<file path="src/rtl/lp_wdt_pkg.sv">
package lp_wdt_pkg;

    typedef enum logic [1:0] {
        WS_STOP,
        WS_COUNT,
        WS_GRACE,
        WS_RESET
    } wdt_state_e;

    typedef enum logic [1:0] {
        UL_LOCKED,
        UL_KEY1,
        UL_OPEN
    } unl_state_e;

    // control register layout
    localparam int CTL_W  = 8;
    localparam int SEL_W  = 3;
    localparam int B_RUN  = 7;
    localparam int B_CLR  = 6;
    localparam int B_TF   = 5;
    localparam int B_RPD  = 4;
    localparam int B_RF   = 3;

    // prescale code -> divide ratio: 1, then powers of two from 4 upward
    function automatic int unsigned div_ratio(input int unsigned code);
        return (code == 0) ? 32'd1 : (32'd1 << (code + 1));
    endfunction

endpackage

</file>
<file path="src/rtl/lp_wdt_unlock.sv">
module lp_wdt_unlock
    import lp_wdt_pkg::*;
#(
    parameter logic [7:0] KEY_A = 8'hAA,
    parameter logic [7:0] KEY_B = 8'h55,
    parameter int         WIN   = 4
) (
    input  logic       clk,
    input  logic       rst_n,
    input  logic       acc_wr,
    input  logic [7:0] acc_data,
    input  logic       ctl_wr,
    output logic       open
);
    localparam int WW = $clog2(WIN + 1);

    unl_state_e    state_q, state_d;
    logic [WW-1:0] win_q, win_d;

    always_ff @(posedge clk or negedge rst_n) begin
        if (!rst_n) begin
            state_q <= UL_LOCKED;
            win_q   <= '0;
        end else begin
            state_q <= state_d;
            win_q   <= win_d;
        end
    end

    always_comb begin
        state_d = state_q;
        win_d   = win_q;
        unique case (state_q)
            UL_LOCKED: begin
                if (acc_wr && acc_data == KEY_A) state_d = UL_KEY1;
            end
            UL_KEY1: begin
                if (acc_wr) begin
                    if (acc_data == KEY_B) begin
                        state_d = UL_OPEN;
                        win_d   = WW'(WIN);
                    end else if (acc_data != KEY_A) begin
                        state_d = UL_LOCKED;
                    end
                end
            end
            UL_OPEN: begin
                if (acc_wr)
                    state_d = (acc_data == KEY_A) ? UL_KEY1 : UL_LOCKED;
                else if (ctl_wr || win_q == WW'(1))
                    state_d = UL_LOCKED;
                else
                    win_d = win_q - WW'(1);
            end
            default: state_d = UL_LOCKED;
        endcase
    end

    always_comb begin
        open = (state_q == UL_OPEN);
    end

    assert_open_once_R11: assert property (@(posedge clk) disable iff (!rst_n)
        (open && ctl_wr) |=> !open);

endmodule

</file>
<file path="src/rtl/lp_wdt_count.sv">
module lp_wdt_count
    import lp_wdt_pkg::*;
#(
    parameter int CNT_W = 6,
    parameter int PS_W  = 3
) (
    input  logic            clk,
    input  logic            rst_n,
    input  logic            tick,
    input  logic            en,
    input  logic            clr,
    input  logic [PS_W-1:0] sel,
    output logic            tmo
);
    localparam int PRE_W = 1 << PS_W;

    logic [PRE_W-1:0] pre_q;
    logic [CNT_W-1:0] cnt_q;
    logic [PRE_W-1:0] pre_last;
    logic             ptick;

    always_comb begin
        pre_last = PRE_W'(div_ratio(32'(sel)) - 32'd1);
        ptick    = en & tick & (pre_q == pre_last);
        tmo      = ptick & (cnt_q == '1) & ~clr;
    end

    always_ff @(posedge clk or negedge rst_n) begin
        if (!rst_n) begin
            pre_q <= '0;
            cnt_q <= '0;
        end else if (clr) begin
            pre_q <= '0;
            cnt_q <= '0;
        end else if (en && tick) begin
            pre_q <= ptick ? '0 : pre_q + PRE_W'(1);
            if (ptick) cnt_q <= cnt_q + CNT_W'(1);
        end
    end

    assert_clear_zero_R5: assert property (@(posedge clk) disable iff (!rst_n)
        clr |=> (cnt_q == '0 && pre_q == '0));

    assert_hold_when_off_R9: assert property (@(posedge clk) disable iff (!rst_n)
        (!en && !clr) |=> $stable(cnt_q));

endmodule

</file>
<file path="src/rtl/lp_wdt_fsm.sv">
module lp_wdt_fsm
    import lp_wdt_pkg::*;
#(
    parameter int GRACE = 512
) (
    input  logic clk,
    input  logic rst_n,
    input  logic timer_mode,
    input  logic run,
    input  logic tick,
    input  logic halt,
    input  logic clr,
    input  logic tmo,
    output logic cnt_en,
    output logic wdt_rst,
    output logic fire
);
    localparam int            GW   = $clog2(GRACE);
    localparam logic [GW-1:0] LAST = GW'(GRACE - 1);

    wdt_state_e    state_q, state_d;
    logic [GW-1:0] gcnt_q, gcnt_d;

    always_ff @(posedge clk or negedge rst_n) begin
        if (!rst_n) begin
            state_q <= WS_STOP;
            gcnt_q  <= '0;
        end else begin
            state_q <= state_d;
            gcnt_q  <= gcnt_d;
        end
    end

    always_comb begin
        state_d = state_q;
        gcnt_d  = gcnt_q;
        unique case (state_q)
            WS_STOP: begin
                if (!timer_mode || run) state_d = WS_COUNT;
            end
            WS_COUNT: begin
                if (timer_mode && !run) begin
                    state_d = WS_STOP;
                end else if (!timer_mode && tmo) begin
                    state_d = WS_GRACE;
                    gcnt_d  = '0;
                end
            end
            WS_GRACE: begin
                if (clr) begin
                    state_d = WS_COUNT;
                end else if (tick && !halt) begin
                    if (gcnt_q == LAST) state_d = WS_RESET;
                    else                gcnt_d  = gcnt_q + GW'(1);
                end
            end
            WS_RESET: state_d = WS_RESET;
            default:  state_d = WS_STOP;
        endcase
    end

    always_comb begin
        cnt_en  = (state_q == WS_COUNT || state_q == WS_GRACE) && !halt;
        wdt_rst = (state_q == WS_RESET);
        fire    = (state_q == WS_GRACE) && !clr && tick && !halt && (gcnt_q == LAST);
    end

    assert_rst_from_grace_R4: assert property (@(posedge clk) disable iff (!rst_n)
        $rose(wdt_rst) |-> ($past(state_q) == WS_GRACE));

    assert_rst_sticky_R4: assert property (@(posedge clk) disable iff (!rst_n)
        wdt_rst |=> wdt_rst);

    assert_self_start_R8: assert property (@(posedge clk) disable iff (!rst_n)
        (!timer_mode && state_q != WS_STOP) |=> (state_q != WS_STOP));

endmodule

</file>
<file path="src/rtl/lp_watchdog.sv">
module lp_watchdog
    import lp_wdt_pkg::*;
#(
    parameter int         CNT_W       = 6,
    parameter int         GRACE_TICKS = 512,
    parameter int         UNLOCK_WIN  = 4,
    parameter int         CFG_W       = 4,
    parameter logic [3:0] CFG_TIMER   = 4'hF,
    parameter logic [3:0] CFG_HALT    = 4'h5,
    parameter logic [7:0] KEY_A       = 8'hAA,
    parameter logic [7:0] KEY_B       = 8'h55
) (
    input  logic             clk,
    input  logic             por_n,
    input  logic             sys_rst_n,
    input  logic [CFG_W-1:0] cfg_mode,
    input  logic             slow_tick,
    input  logic             acc_wr,
    input  logic [7:0]       acc_data,
    input  logic             ctl_wr,
    input  logic [CTL_W-1:0] ctl_wdata,
    output logic [CTL_W-1:0] ctl_rdata,
    input  logic             irq_en,
    input  logic             glob_irq_en,
    input  logic             in_idle,
    input  logic             in_pd,
    output logic             irq,
    output logic             wake,
    output logic             wdt_rst
);
    logic             rst_n;
    logic [CFG_W-1:0] cfg_q;
    logic             timer_mode;
    logic [1:0]       lp_q;
    logic             lp_edge;
    logic             open, wr_ok, clr, halt;
    logic             tmo, cnt_en, fire;
    logic [SEL_W-1:0] sel_q;
    logic             run_q, rpd_q, tf_q, rf_q, wake_q;

    assign rst_n = por_n & sys_rst_n;

    // mode configuration follows the input only while reset is held
    always_ff @(posedge clk) begin
        if (!rst_n) cfg_q <= cfg_mode;
    end

    always_comb begin
        timer_mode = (cfg_q == CFG_W'(CFG_TIMER));
        lp_edge    = ({in_idle, in_pd} != lp_q);
        wr_ok      = ctl_wr & open;
        clr        = (wr_ok & ctl_wdata[B_CLR]) | lp_edge;
        if (timer_mode) halt = in_pd & ~rpd_q;
        else            halt = (cfg_q == CFG_W'(CFG_HALT)) & (in_idle | in_pd);
    end

    lp_wdt_unlock #(
        .KEY_A (KEY_A),
        .KEY_B (KEY_B),
        .WIN   (UNLOCK_WIN)
    ) u_unlock (
        .clk      (clk),
        .rst_n    (rst_n),
        .acc_wr   (acc_wr),
        .acc_data (acc_data),
        .ctl_wr   (ctl_wr),
        .open     (open)
    );

    lp_wdt_count #(
        .CNT_W (CNT_W),
        .PS_W  (SEL_W)
    ) u_count (
        .clk   (clk),
        .rst_n (rst_n),
        .tick  (slow_tick),
        .en    (cnt_en),
        .clr   (clr),
        .sel   (sel_q),
        .tmo   (tmo)
    );

    lp_wdt_fsm #(
        .GRACE (GRACE_TICKS)
    ) u_fsm (
        .clk        (clk),
        .rst_n      (rst_n),
        .timer_mode (timer_mode),
        .run        (run_q),
        .tick       (slow_tick),
        .halt       (halt),
        .clr        (clr),
        .tmo        (tmo),
        .cnt_en     (cnt_en),
        .wdt_rst    (wdt_rst),
        .fire       (fire)
    );

    always_ff @(posedge clk or negedge rst_n) begin
        if (!rst_n) begin
            lp_q   <= 2'b00;
            sel_q  <= '0;
            run_q  <= 1'b0;
            rpd_q  <= 1'b0;
            tf_q   <= 1'b0;
            wake_q <= 1'b0;
        end else begin
            lp_q   <= {in_idle, in_pd};
            wake_q <= tmo & (in_idle | in_pd);
            if (wr_ok) begin
                sel_q <= ctl_wdata[SEL_W-1:0];
                if (timer_mode) begin
                    run_q <= ctl_wdata[B_RUN];
                    rpd_q <= ctl_wdata[B_RPD];
                end
            end
            if (tmo)                          tf_q <= 1'b1;
            else if (wr_ok && !ctl_wdata[B_TF]) tf_q <= 1'b0;
        end
    end

    // reset-cause flag survives every reset but power-on
    always_ff @(posedge clk or negedge por_n) begin
        if (!por_n)                         rf_q <= 1'b0;
        else if (fire)                      rf_q <= 1'b1;
        else if (wr_ok && !ctl_wdata[B_RF]) rf_q <= 1'b0;
    end

    always_comb begin
        ctl_rdata                = '0;
        ctl_rdata[SEL_W-1:0]     = sel_q;
        ctl_rdata[B_RF]          = rf_q;
        ctl_rdata[B_RPD]         = rpd_q;
        ctl_rdata[B_TF]          = tf_q;
        ctl_rdata[B_RUN]         = run_q;
        irq                      = tf_q & irq_en & glob_irq_en;
        wake                     = wake_q;
    end

    assert_rflag_on_reset_R6: assert property (@(posedge clk) disable iff (!rst_n)
        $rose(wdt_rst) |-> rf_q);

    assert_flag_on_timeout_R3: assert property (@(posedge clk) disable iff (!rst_n)
        tmo |=> tf_q);

    assert_mode_bits_locked_R8: assert property (@(posedge clk) disable iff (!rst_n)
        !timer_mode |-> (!run_q && !rpd_q));

    assert_wake_single_R10: assert property (@(posedge clk) disable iff (!rst_n)
        wake |=> !wake);

endmodule

</file>
<file path="config.mk">
export PLATFORM = sky130hd
export DESIGN_NAME = lp_watchdog
export DESIGN_NICKNAME = d
export VERILOG_FILES = /design/src/rtl/lp_wdt_pkg.sv /design/src/rtl/lp_wdt_unlock.sv /design/src/rtl/lp_wdt_count.sv /design/src/rtl/lp_wdt_fsm.sv /design/src/rtl/lp_watchdog.sv
export SDC_FILE = /design/constraint.sdc
export NUM_CORES = 1
export LEC_CHECK = 0
export ABC_AREA = 1
export BUFFER_PORTS_ARGS = -buffer_cell sky130_fd_sc_hd__clkbuf_2
export CORE_MARGIN = 5
export CORE_UTILIZATION = 51
export CTS_CLUSTER_DIAMETER = 150
export DETAILED_ROUTE_END_ITERATION = 8
export PLACE_DENSITY = 0.74
export SYNTH_ARGS = -nofsm -noshare
export SYNTH_HDL_FRONTEND = slang
export SYNTH_SLANG_ARGS = --single-unit
</file>
<file path="constraint.sdc">
create_clock -name clk -period 2.35 [get_ports clk]
set_clock_uncertainty 0.2 [all_clocks]
set_input_delay 0.235 -clock clk [delete_from_list [all_inputs] [get_ports clk]]
set_output_delay 0.235 -clock clk [all_outputs]
set_load 0.01 [all_outputs]
</file>
Yosys cells after proc, flatten, opt, wreduce, memory -nomap -nowiden --
Index checks and enable logic that the tools add are counted.
Word-level totals: logic and storage cells 142, flip-flop bits (word level) 44, output and inout port bits 11
Operators by class: shift operators 1, reduce and logical (&&, ||, !) cells 36, equal/unequal tests 31, mux-type cells 38, bitwise gates (word level) 16, $add $sub $neg 6
Operators with widths (number):
- 9-bit 2-to-1 mux | 5
- 8-bit 2-to-1 mux | 4
- 1-bit by 32-bit << shifter with 8-bit output (first input constant) | 1
- 2-bit 2-to-1 mux | 12
- 6-bit 2-to-1 mux | 3
- 9-bit case mux with 2 select lines | 1
- 1-bit bitwise AND | 12
- 1-bit logical AND | 12
- 3-bit 2-to-1 mux | 4
- 2-bit != test (second input constant) | 6
- 2-bit nonzero test | 6
- 2-bit by 1-bit != test with 1-bit output (second input constant) | 5
- 9-bit by 1-bit adder with 9-bit output (second input constant) | 1
- 9-bit equality test (second input constant) | 1
- 3-bit by 2-bit != test with 1-bit output (second input constant) | 3
- 8-bit by 1-bit adder with 8-bit output (second input constant) | 1
- 8-bit by 7-bit equality test with 1-bit output (second input constant) | 1
- 8-bit equality test | 1
- 8-bit equality test (second input constant) | 1
- 8-bit != test (second input constant) | 1
- 2-bit case mux with 4 select lines | 1
- 4-bit AND reduction | 2
- 8-bit by 1-bit subtractor with 8-bit output (second input constant) | 1
- 6-bit by 1-bit adder with 6-bit output (second input constant) | 1
- other kinds (22) | 42

Longest topological paths before layout --
Gate-level depths: netlist of the first run.
depth after elaboration 13, mapped depth 17

By module --
From an unflattened synthesis of the first run, not the netlist that was laid out.
Unflattened totals: cells, all modules 406, area total of the unflattened synthesis 2966.6 um^2
By module, submodules not included:
- lp_wdt_count | area each 1167.4 um^2, sequential area each 350.3 um^2, instances 1, cells each 177
- lp_wdt_fsm | area each 757.0 um^2, sequential area each 275.3 um^2, instances 1, cells each 105
- lp_watchdog | area each 618.1 um^2, sequential area each 370.4 um^2, instances 1, cells each 61
- lp_wdt_unlock | area each 424.2 um^2, sequential area each 125.1 um^2, instances 1, cells each 63

Worst setup path before layout of the first run --
Ideal clock, no wire load.
path type register -> register, start point register sel_q[0], end point register u_fsm.gcnt_q[0], cell stages (with the launch flop) 14, path buffers 0, setup slack 0.088 ns, period minus slack after synthesis 2.262 ns, data arrival time 1.945 ns, cells stage by stage dfrtp_1 > nor2_1 > nand2_1 > ha_1 > xor2_1 > o21ai_0 > nor2_1 > nand3_1 > nor2_2 > nand4_2 > nand2_4 > nand2_4 > nand2_1 > nand2_1
Between the ends: longest elaborated chain between the ends 11, elaborated cells on any way between the ends 12, those cells by class add/sub: 2; eq/ne: 2; shift: 1; mux: 1; bitwise: 3; reduce/logical: 3
RTL lines:
- from (decl) | RTL line lp_watchdog.sv:38 | logic [SEL_W-1:0] sel_q;
- from (signal assigned) | RTL line lp_watchdog.sv:111 | sel_q <= ctl_wdata[SEL_W-1:0];
- 3-bit by 1-bit adder with 4-bit output | RTL line lp_wdt_pkg.sv:27 | return (code == 0) ? 32'd1 : (32'd1 << (code + 1));
- 1-bit by 32-bit << shifter with 8-bit output | RTL line lp_wdt_pkg.sv:27
- 8-bit 2-to-1 mux * | RTL line lp_wdt_pkg.sv:27
- 8-bit by 1-bit subtractor with 8-bit output * | RTL line lp_wdt_count.sv:23 | pre_last = PRE_W'(div_ratio(32'(sel)) - 32'd1);
- 8-bit equality test * | RTL line lp_wdt_count.sv:24 | ptick = en & tick & (pre_q == pre_last);
- 1-bit bitwise AND * | RTL line lp_wdt_count.sv:24
- 1-bit bitwise AND * (2 in a row) | RTL line lp_wdt_count.sv:25 | tmo = ptick & (cnt_q == '1) & ~clr;
- 1-bit logical AND * | RTL line lp_wdt_fsm.sv:44 | end else if (!timer_mode && tmo) begin
- 2-bit by 1-bit != test with 1-bit output (no line) *
- 6-bit AND reduction (no line) *
- to (signal assigned) | RTL line lp_wdt_fsm.sv:30 | gcnt_q <= gcnt_d;
- to (decl) | RTL line lp_wdt_fsm.sv:22 | logic [GW-1:0] gcnt_q, gcnt_d;
Mark *: on every way between the ends. The rest lies on a longest branch, timed or not. A chain may end at the register's enable or synchronous reset.

Worst setup path in the final report of the first run --
start point register sel_q[0], end point register u_fsm.gcnt_q[7]
Same word-level chain as after synthesis.

==> qor.txt, run 1 <==
Status: finished with violations
Violated checks: negative setup slack
Multi-input gate area: 0.00147 mm^2
Max clock buf depth: 2
Arr. time, crit path: 2.36 ns
Crit path launch type: flip-flop
Leak: 1.69 nW
Final Setup Violations: 6
Worst setup endpoint: u_fsm.gcnt_q[7]
Congestion Overflow GR: 0
Post-DP HPWL: 4.28 mm
Synth Flop Type: dfrtp_1
First-pass GRT wire length: 9.96 mm
Synth Register Bits: 44
Final ANT Viol Nets: 0
FF-to-FF End: u_fsm.gcnt_q[7]
Detailed Route WL: 5.94 mm
Vias in the first global route: 2313
Synth warn: 0
ANT cells: 0
Final hold violation count: 0
Vias post-DR: 2367
Clk Latency, worst-skew pair: 0.30 ns
Final core occ: 0.658
Share of cells above drive strength 1: 0.258
Yosys top cell area share: 0.373
Reg2Reg Setup Slack: -0.01 ns
PD cells: 594 mW/mm^2
Initial antenna violation count: 0
Drt pass-1 iters: 4
Post-synth EDFFs: 4
Max IR drop VDD: 634 uV
Initial DRC Count: 90
I/O Buffers: 39
# DRC: 0
Fmax: 0.423 GHz
FF-to-FF Start: sel_q[0]
Register area: 0.00112 mm^2
Ys async rst share: 0.909
Critical Setup Path Class: flip-flop to flip-flop
Root buf cell: clkbuf_8
Starting Density: 0.525
List of most frequent post-synthesis cells: 79 x nand2_1, 46 x inv_1, 40 x dfrtp_1
Final worst setup slack: -0.0147 ns
Slew Viols, Final: 0
Period utilization: 1.01
Fin crit period: 2.36 ns
CP Capture Type: flip-flop
Slew @ Worst Pin: 0.644 ns
Post-synth net total: 376
Fillers: 437
Total CTS buffers: 5
Largest net degree at the start of global routing: 40
Synth unique cells: 36
# IOs: 41
Chip height: 82.5 um
Total track usage: 0.193
P&R area growth vs syn: 25.3%
Clock input transition at the sequential cells of the worst setup and hold paths: 0.08 ns
Gp weighted congestion: 0.852
Top-count cell post-synth: nand2_1
Synth Area per Inst: 8.03 um^2
Relative slew slack: 0.571
Synth area leaders: dfrtp_1 37%, nand2_1 11%, inv_1 6.4%, ha_1 5.6%, nand3_1 5.2%
Sequential fraction of the synthesis area: 0.418
Reg2reg path depth: 13
DR WL/cell: 12.6 um
Total design power: 2.00 mW
CP Data Required Time: 2.34 ns
CTS tree: built
Core area: 0.00511 mm^2
Die X: 82.5 um
Worst hold path class: input port to async pin
Layout Nets: 441
Synth Instances: 334
RSZ-0062 raised after global routing: true
Die Footprint: 0.00681 mm^2
CTS H-tree depth: 2
DR vias/cell: 5.04
Cell area after synthesis: 0.00268 mm^2
Crit-path max FO: 6
Worst setup path start: sel_q[0]
Yosys top cell by area: dfrtp_1
Num Clock Sinks: 44
FP Rows: 26
Max cap viols: 0
## power by group
group | internal, mW | switching (mW)
Clock | 0.207 | 0.263
Combinational | 0.238 | 0.435
Sequential | 0.815 | 0.0388
## through the flow
step	std cells	setup WS (ns)	hold WS [ns]	area [um^2]	setup TNS (ns)
after floorplan	334	0.0880	-0.261	2680	0
after global placement	444	0.130	-0.171	2970	0
after detailed placement	444	0.00380	-0.168	2970	0
after CTS	467	0.00521	0.000516	3220	0
after global routing	470	-0.150	0.0231	3360	-1.81
final	470	-0.0147	0.00609	3360	-0.0453
## layout make-up
class	count	area share
multi-input cells	238	0.437
flip-flops and latches	44	0.334
clock inverters	3	0.00558
well taps	70	0.0261
repair buffers	62	0.122
clock buffers	5	0.0205
inverters	48	0.0558
## kinds of logic (layout without fill, tap and decap cells)
family	Yosys count	count (layout)	synth area share
mux	2	2	0.00839
compound gates	33	33	0.0812
flops	44	44	0.418
fa+ha+maj	12	12	0.0560
buf+inv	54	118	0.0849
xor+xnor	13	13	0.0476
other cells	2	2	0.00280
simple gates	174	176	0.301
## layout by cell type (no fill, tap or decap), types with 6 or more instances in the layout
master,count
nand4_1,10
dfrtp_1,40
o21ai_0,11
buf_4,7
nand2_2,18
ha_1,10
xor2_1,6
a21oi_1,7
dlygate4sd3_1,15
nor2_1,32
nand2_1,65
clkbuf_2,39
nand3_1,28
inv_1,44
## sequential cells by signal, indices dropped and copies added, names as in the netlist
signal            flops
u_fsm.gcnt_q          9
u_count.pre_q         8
u_count.cnt_q         6
cfg_q                 4
sel_q                 3
u_unlock.win_q        3
lp_q                  2
u_fsm.state_q         2
u_unlock.state_q      2
rf_q                  1
rpd_q                 1
run_q                 1
tf_q                  1
wake                  1
## worst max-delay path, cell delays in order, from the launching register on
cell	delay, ns
dfrtp_1	0.40
nor2_2	0.15
nand2_2	0.09
ha_4	0.28
xor2_2	0.14
o21ai_1	0.08
nor2_1	0.08
nand3_1	0.11
nor2_4	0.19
nand4_4	0.14
nand2_4	0.17
nand2_4	0.09
nand2_1	0.09
nand2_1	0.05
## how the worst min path moves through the flow
stage / from / endpoint / slack (ns) / cells past startpoint
after floorplan: por_n / rf_q / -0.26 / 0
after detailed placement: por_n / rf_q / -0.17 / 1
final: sys_rst_n / rpd_q / 0.006 / 4
after global routing: in_idle / wake / 0.02 / 3
after global placement: por_n / rf_q / -0.17 / 1
after CTS: acc_wr / u_unlock.state_q[0] / 0.0005 / 3
## metal layers
layer | vias up | share of wire | global-route usage
li1 | 1207 | - | -
met1 | 1086 | 0.42 | 0.222
met2 | 55 | 0.50 | 0.335
met3 | 19 | 0.045 | 0.0445
met4 | 0 | 0.035 | 0.0980
met5 | - | 0 | 0
## repair_timing
action,in CTS,in global routing
pin swaps,1,13
gates cloned,1,1
hold endpoints to repair,14,1
hold buffers,14,1
gates resized for setup,3,30
setup buffers,0,1
endpoints found under the setup margin,7,26
Power figures use the tool's default switching activity.
==> run 2: changes to the inputs <==
--- a/config.mk
+++ b/config.mk
@@ -7,6 +7,7 @@
 export LEC_CHECK = 0
 export ABC_AREA = 1
 export BUFFER_PORTS_ARGS = -buffer_cell sky130_fd_sc_hd__clkbuf_2
+export CORE_ASPECT_RATIO = 0.9
 export CORE_MARGIN = 5
 export CORE_UTILIZATION = 51
 export CTS_CLUSTER_DIAMETER = 150
==> qor.txt, run 2 (synthesis results as in run 1) <==
Share of cells above drive strength 1: 0.249
Die X: 86.5 um
Crit path launch type: flip-flop
Max clock buf depth: 2
Max cap viols: 0
Initial antenna violation count: 0
Post-DP HPWL: 4.20 mm
Cell Count, Final, Fillers Out: 472
Vias in the first global route: 2256
Period utilization: 0.979
Final core occ: 0.649
CTS H-tree depth: 2
Total track usage: 0.186
P&R area growth vs syn: 25.7%
Largest net degree at the start of global routing: 40
Max IR drop VDD: 502 uV
CP top delay family: simple AND/OR/NAND/NOR gates
Core area: 0.00519 mm^2
Status: complete, no violations
Clk Latency, worst-skew pair: 0.31 ns
PD cells: 646 mW/mm^2
Crit-path max FO: 9
Total CTS buffers: 5
Clock input transition at the sequential cells of the worst setup and hold paths: 0.09 ns
Largest Register: u_fsm.gcnt_q
Slowest stage cell, crit path: dfrtp_1
Num Clock Sinks: 44
Commonest non-fill, non-tap cell in the layout: nand2_1
Initial DRC Count: 103
Reg2Reg Setup Slack: 0.05 ns
Critical Setup Path Class: flip-flop to flip-flop
Final Setup Violations: 0
Relative slew slack: 0.660
Post-DP Area: 0.00298 mm^2
Fin area: 0.00337 mm^2
Worst hold path class: input port to flip-flop
Arr. time, crit path: 2.30 ns
RSZ-0062 raised after global routing: true
I/O Buffers: 39
Multi-input gate area: 0.00140 mm^2
Setup TNS: 0 ns
Starting Density: 0.517
Chip height: 78.8 um
CP Data Required Time: 2.35 ns
DP Cell Count: 443
Layout Nets: 446
Fmax: 0.435 GHz
ANT cells: 0
Switching power total: 754 uW
Final hold violation count: 0
Register area: 0.00112 mm^2
Largest register FFs: 9
Fin crit period: 2.30 ns
Comb pwr share: 0.333
CP Capture Type: flip-flop
Leak: 1.71 nW
Fillers: 429
Delay of the slowest cell on the worst path: 0.41 ns
Worst Path Buf+Inv: 0
Gp weighted congestion: 0.835
Root buf cell: clkbuf_8
Cell-by-cell trace of the critical path: nor2_2 -> nand2_2 -> ha_4 -> xor2_1 -> o21ai_1 -> nor2_1 -> nand3_1 -> nor2_2 -> nand4_2 -> nand2_4 -> nand2_8 -> nand2_1 -> nand2_1
Slew @ Worst Pin: 0.510 ns
Flop pwr share: 0.392
FP Rows: 25
# DRC: 0
# IOs: 41
Drt pass-1 iters: 4
Total design power: 2.18 mW
Largest registers: u_fsm.gcnt_q: 9 flops, u_count.pre_q: 8 flops, u_count.cnt_q: 6 flops
Clock network power share: 0.275
Vias post-DR: 2346
Die Footprint: 0.00681 mm^2
Switching share of power: 0.347
Internal power: 1.42 mW
Most frequent cells in the layout: 72 x nand2_1, 44 x inv_1, 40 x dfrtp_1
Slew Viols, Final: 0
DR vias/cell: 4.97
Congestion Overflow GR: 0
DR WL/cell: 12.4 um
Detailed Route WL: 5.84 mm
CTS tree: built
Final ANT Viol Nets: 0
First-pass GRT wire length: 10.0 mm
-- run 2: cell count changes in the layout (fill, tap and decap cells not counted), sizes merged --
| cell | change |
|---|---|
| buf | +6 |
| clkinv | -2 |
| nand2 | -2 |
| bufinv | +1 |
| clkinvlp | +1 |
| dlygate4sd3 | +1 |
-- run 2: power by group through the flow --
| stage | clock, mW | combinational, mW | sequential (mW) |
|---|---|---|---|
| floorplan | 0 | 0.408 | 0.863 |
| finish | 0.598 | 0.725 | 0.854 |
| global route | 0.640 | 0.806 | 0.861 |
| global placement | 0 | 0.566 | 0.866 |
| detailed placement | 0 | 0.583 | 0.868 |
| CTS | 0.609 | 0.603 | 0.852 |
-- run 2: worst paths after layout --
path | startpoint | end | depth (start not counted)
setup / recovery | sel_q[0] | u_fsm.gcnt_q[2] | 13
max in group asynchronous | por_n | tf_q | 5
hold reg to reg | u_fsm.gcnt_q[8] | u_fsm.gcnt_q[8] | 2
min in group asynchronous | por_n | rf_q | 2
hold / removal | acc_data[0] | u_unlock.state_q[0] | 4
setup reg to reg | sel_q[0] | u_fsm.gcnt_q[2] | 13
-- run 2: layout make-up --
class,count,share of cell area
multi-input combinational,236,0.414
sequential,44,0.333
timing repair buffer,69,0.140
inverter,48,0.0549
tap,67,0.0249
clock buffer,5,0.0204
clock inverter,3,0.0126
-- run 2: per-stage QoR --
stage,setup slack [ns],hold WS (ns)
5_1_grt,-0.0883,0.0697
6_report,0.0498,0.0305
2_1_floorplan,0.0880,-0.261
3_3_place_gp,0.0992,-0.171
3_5_place_dp,0.0161,-0.170
4_1_cts,0.00914,0.00944
-- run 2: worst min-delay path, cell delays in order --
cell,delay [ns]
clkbuf_2,0.09
nor4_1,0.06
nand3_1,0.06
a21oi_1,0.06
-- run 2: per-layer routing --
layer  global-route usage  vias up  wire (um)
li1                     -     1211          -
met1                0.239     1085       2670
met2                0.309       44       2860
met3               0.0467        6        242
met4               0.0545        0         78
met5                    0        -          0
-- run 2: what timing repair did --
item	4_1_cts	5_1_grt
endpoints found under the hold margin	16	1
resized for setup	0	22
endpoints found under the setup margin	0	23
hold buffers	15	1
setup buffers	0	5
==> run 3: changes to the inputs <==
--- a/config.mk
+++ b/config.mk
@@ -5,7 +5,6 @@
 export SDC_FILE = /design/constraint.sdc
 export NUM_CORES = 1
 export LEC_CHECK = 0
-export ABC_AREA = 1
 export BUFFER_PORTS_ARGS = -buffer_cell sky130_fd_sc_hd__clkbuf_2
 export CORE_ASPECT_RATIO = 0.9
 export CORE_MARGIN = 5
==> qor.txt, run 3 <==
Starting Density: 0.515
Place WS: -0.577 ns
Share of cells above drive strength 1: 0.324
List of most frequent post-synthesis cells: 40 x dfrtp_1, 27 x nand2_1, 21 x nor2_1
Flop pwr share: 0.358
Delay of the slowest cell on the worst path: 0.42 ns
Cell-by-cell trace of the critical path: nor2_2 -> nand2_1 -> ha_2 -> nor3b_1 -> o31a_1 -> o32a_1 -> a221o_1 -> o21ai_4 -> a21boi_4 -> a31oi_1
Detailed Route WL: 6.87 mm
Adder-cell share of the synthesized area: 0.0565
Synth Instances: 282
Most frequent cells in the layout: 45 x buf_4, 39 x clkbuf_2, 39 x dfrtp_1
P&R area growth vs syn: 36.4%
CP Data Required Time: 2.33 ns
Status: finished with violations
Slowest stage cell, crit path: dfrtp_2
Synth unique cells: 57
Initial DRC Count: 182
Synth Area per Inst: 9.43 um^2
Fin crit period: 2.87 ns
Top-count cell post-synth: dfrtp_1
Synth warn: 0
CTS H-tree depth: 2
Post-synthesis simple-gate area fraction: 0.218
Largest Register: u_fsm.gcnt_q
Num Clock Sinks: 44
Period utilization: 1.22
Max clock buf depth: 2
# DRC: 0
Clock input transition at the sequential cells of the worst setup and hold paths: 0.09 ns
Hold slack: 0.0344 ns
Main combinational cell family by area after synthesis: simple AND/OR/NAND/NOR gates
Comb pwr share: 0.405
Synth area leaders: dfrtp_1 38%, ha_1 5.6%, edfxtp_1 4.5%, nand2_1 3.8%, and3_1 3.5%
Ys async rst share: 0.909
Synth Flop Type: dfrtp_1
# IOs: 41
Post-DP HPWL: 4.63 mm
Most used routing layer: met2
Root buf cell: clkbuf_8
Crit-path max FO: 5
First-pass GRT wire length: 11.5 mm
FP Rows: 25
Internal power: 1.60 mW
Leak: 1.73 nW
Yosys top cell area share: 0.376
Vias in the first global route: 2581
Switching share of power: 0.345
Cell area after synthesis: 0.00266 mm^2
Post-synthesis xor/xnor area fraction: 0.0560
Fmax: 0.349 GHz
Largest register FFs: 9
Fillers: 363
Switching power total: 843 uW
Sequential fraction of the synthesis area: 0.422
Final Setup Violations: 27
Final ANT Viol Nets: 0
Slew Viols, Final: 0
Vias post-DR: 2480
Synth Register Bits: 44
Final core occ: 0.703
Post-synth net total: 324
Largest net degree at the start of global routing: 27
Die Footprint: 0.00676 mm^2
Gp weighted congestion: 0.857
Setup TNS: -10.06 ns
ANT cells: 0
Slew @ Worst Pin: 0.630 ns
Largest registers: u_fsm.gcnt_q: 9 flops, u_count.pre_q: 8 flops, u_count.cnt_q: 6 flops
Yosys top cell by area: dfrtp_1
Layout Nets: 417
PD cells: 673 mW/mm^2
Final worst setup slack: -0.518 ns
Total CTS buffers: 5
RSZ-0062 raised after global routing: true
Post-synth EDFFs: 4
M3 GR Usage: 0.0472
Global routing usage on met1: 0.253
Chip height: 78.5 um
Total track usage: 0.215
Max cap viols: 0
Clock network power share: 0.237
Worst hold path class: input port to flip-flop
Crit path launch type: flip-flop
Die X: 86.1 um
Mux contribution to synthesized area: 0.0202
Clk Latency, worst-skew pair: 0.30 ns
Commonest non-fill, non-tap cell in the layout: buf_4
Core area: 0.00516 mm^2
CTS tree: built
Max IR drop VDD: 448 uV
Arr. time, crit path: 2.85 ns
DR vias/cell: 5.60
Final hold violation count: 0
Congestion Overflow GR: 0
I/O Buffers: 39
CP Capture Type: flip-flop
Critical Setup Path Class: flip-flop to flip-flop
DR WL/cell: 15.5 um
Violated checks: negative setup slack
Initial antenna violation count: 0
Global Route met2 Usage: 0.372
Relative slew slack: 0.580
Drt pass-1 iters: 4
Synth Area in Compound Gates: 0.168
-- run 3: changes by cell type after synthesis, moves of 6 or more --
cell	previous run	this run
and3_1	2	15
nor2_1	33	21
nand3_1	28	12
inv_1	46	14
nand2_1	79	27
nand4_1	10	2
clkbuf_1	0	6
a31oi_1	0	10
-- run 3: area by class of cell --
cell class | instances | area (um^2) | share of cell area
multi-input cells | 208 | 1530 | 0.421
clock inverters | 1 | 8.76 | 0.00241
well taps | 67 | 83.8 | 0.0231
inverters | 14 | 52.6 | 0.0145
clock buffers | 7 | 108 | 0.0297
flip-flops and latches | 44 | 1120 | 0.309
repair buffers | 102 | 724 | 0.200
-- run 3: power by group through the flow --
stage,Clock (mW),Combinational (mW),Sequential [mW]
3_5_place_dp,0,0.829,0.884
6_report,0.579,0.989,0.875
3_3_place_gp,0,0.795,0.880
2_1_floorplan,0,0.513,0.900
4_1_cts,0.591,0.923,0.873
5_1_grt,0.624,1.07,0.880
-- run 3: worst max-delay path: cells and delay by family (launching register included) --
kind | cells | cell delay [ns]
AO/OA/AOI/OAI | 6 | 1.58
flip-flops | 1 | 0.42
AND/OR/NAND/NOR | 3 | 0.33
adder cells (fa/ha/maj) | 1 | 0.20
-- run 3: cell families after synthesis --
kind of cell               Yosys count
AOI/OAI and AO/OA                   63
xor gates and xnor gates            17
buffers and inverters               30
other                                2
DFF                                 44
muxes                                5
and+or+nand+nor                    109
adders and majority gates           12
-- run 3: final timing paths --
check                           startpoint                   to  slack, ns  cells after the start
max                               sel_q[1]      u_fsm.gcnt_q[4]      -0.52                     10
min                            acc_data[4]  u_unlock.state_q[0]       0.03                      4
max reg2reg                       sel_q[1]      u_fsm.gcnt_q[4]      -0.52                     10
min reg2reg                u_fsm.gcnt_q[7]      u_fsm.gcnt_q[7]       0.31                      1
max in group asynchronous            por_n     u_count.pre_q[4]       0.83                      5
min in group asynchronous            por_n                 rf_q       0.05                      2
-- run 3: through the flow --
stage,power (mW),cell area (um^2),cells
2_1_floorplan,1.41,2700,282
3_3_place_gp,1.67,3190,413
3_5_place_dp,1.71,3190,413
4_1_cts,2.39,3540,439
5_1_grt,2.57,3630,443
6_report,2.44,3630,443
-- run 3: timing repair --
item,in CTS,in global routing
setup buffers,2,4
pin swaps,17,10
gates resized for setup,14,9
endpoints found under the setup margin,27,27
hold buffers,16,0
endpoints found under the hold margin,28,0
-- run 3: metal layers --
metal  wire [um]  part of all wire  vias to the layer above
met2        3420              0.50                       82
met4         182             0.026                        0
met3         357             0.052                       20
met5           0                 0                        -
li1            -                 -                     1196
met1        2920              0.42                     1182
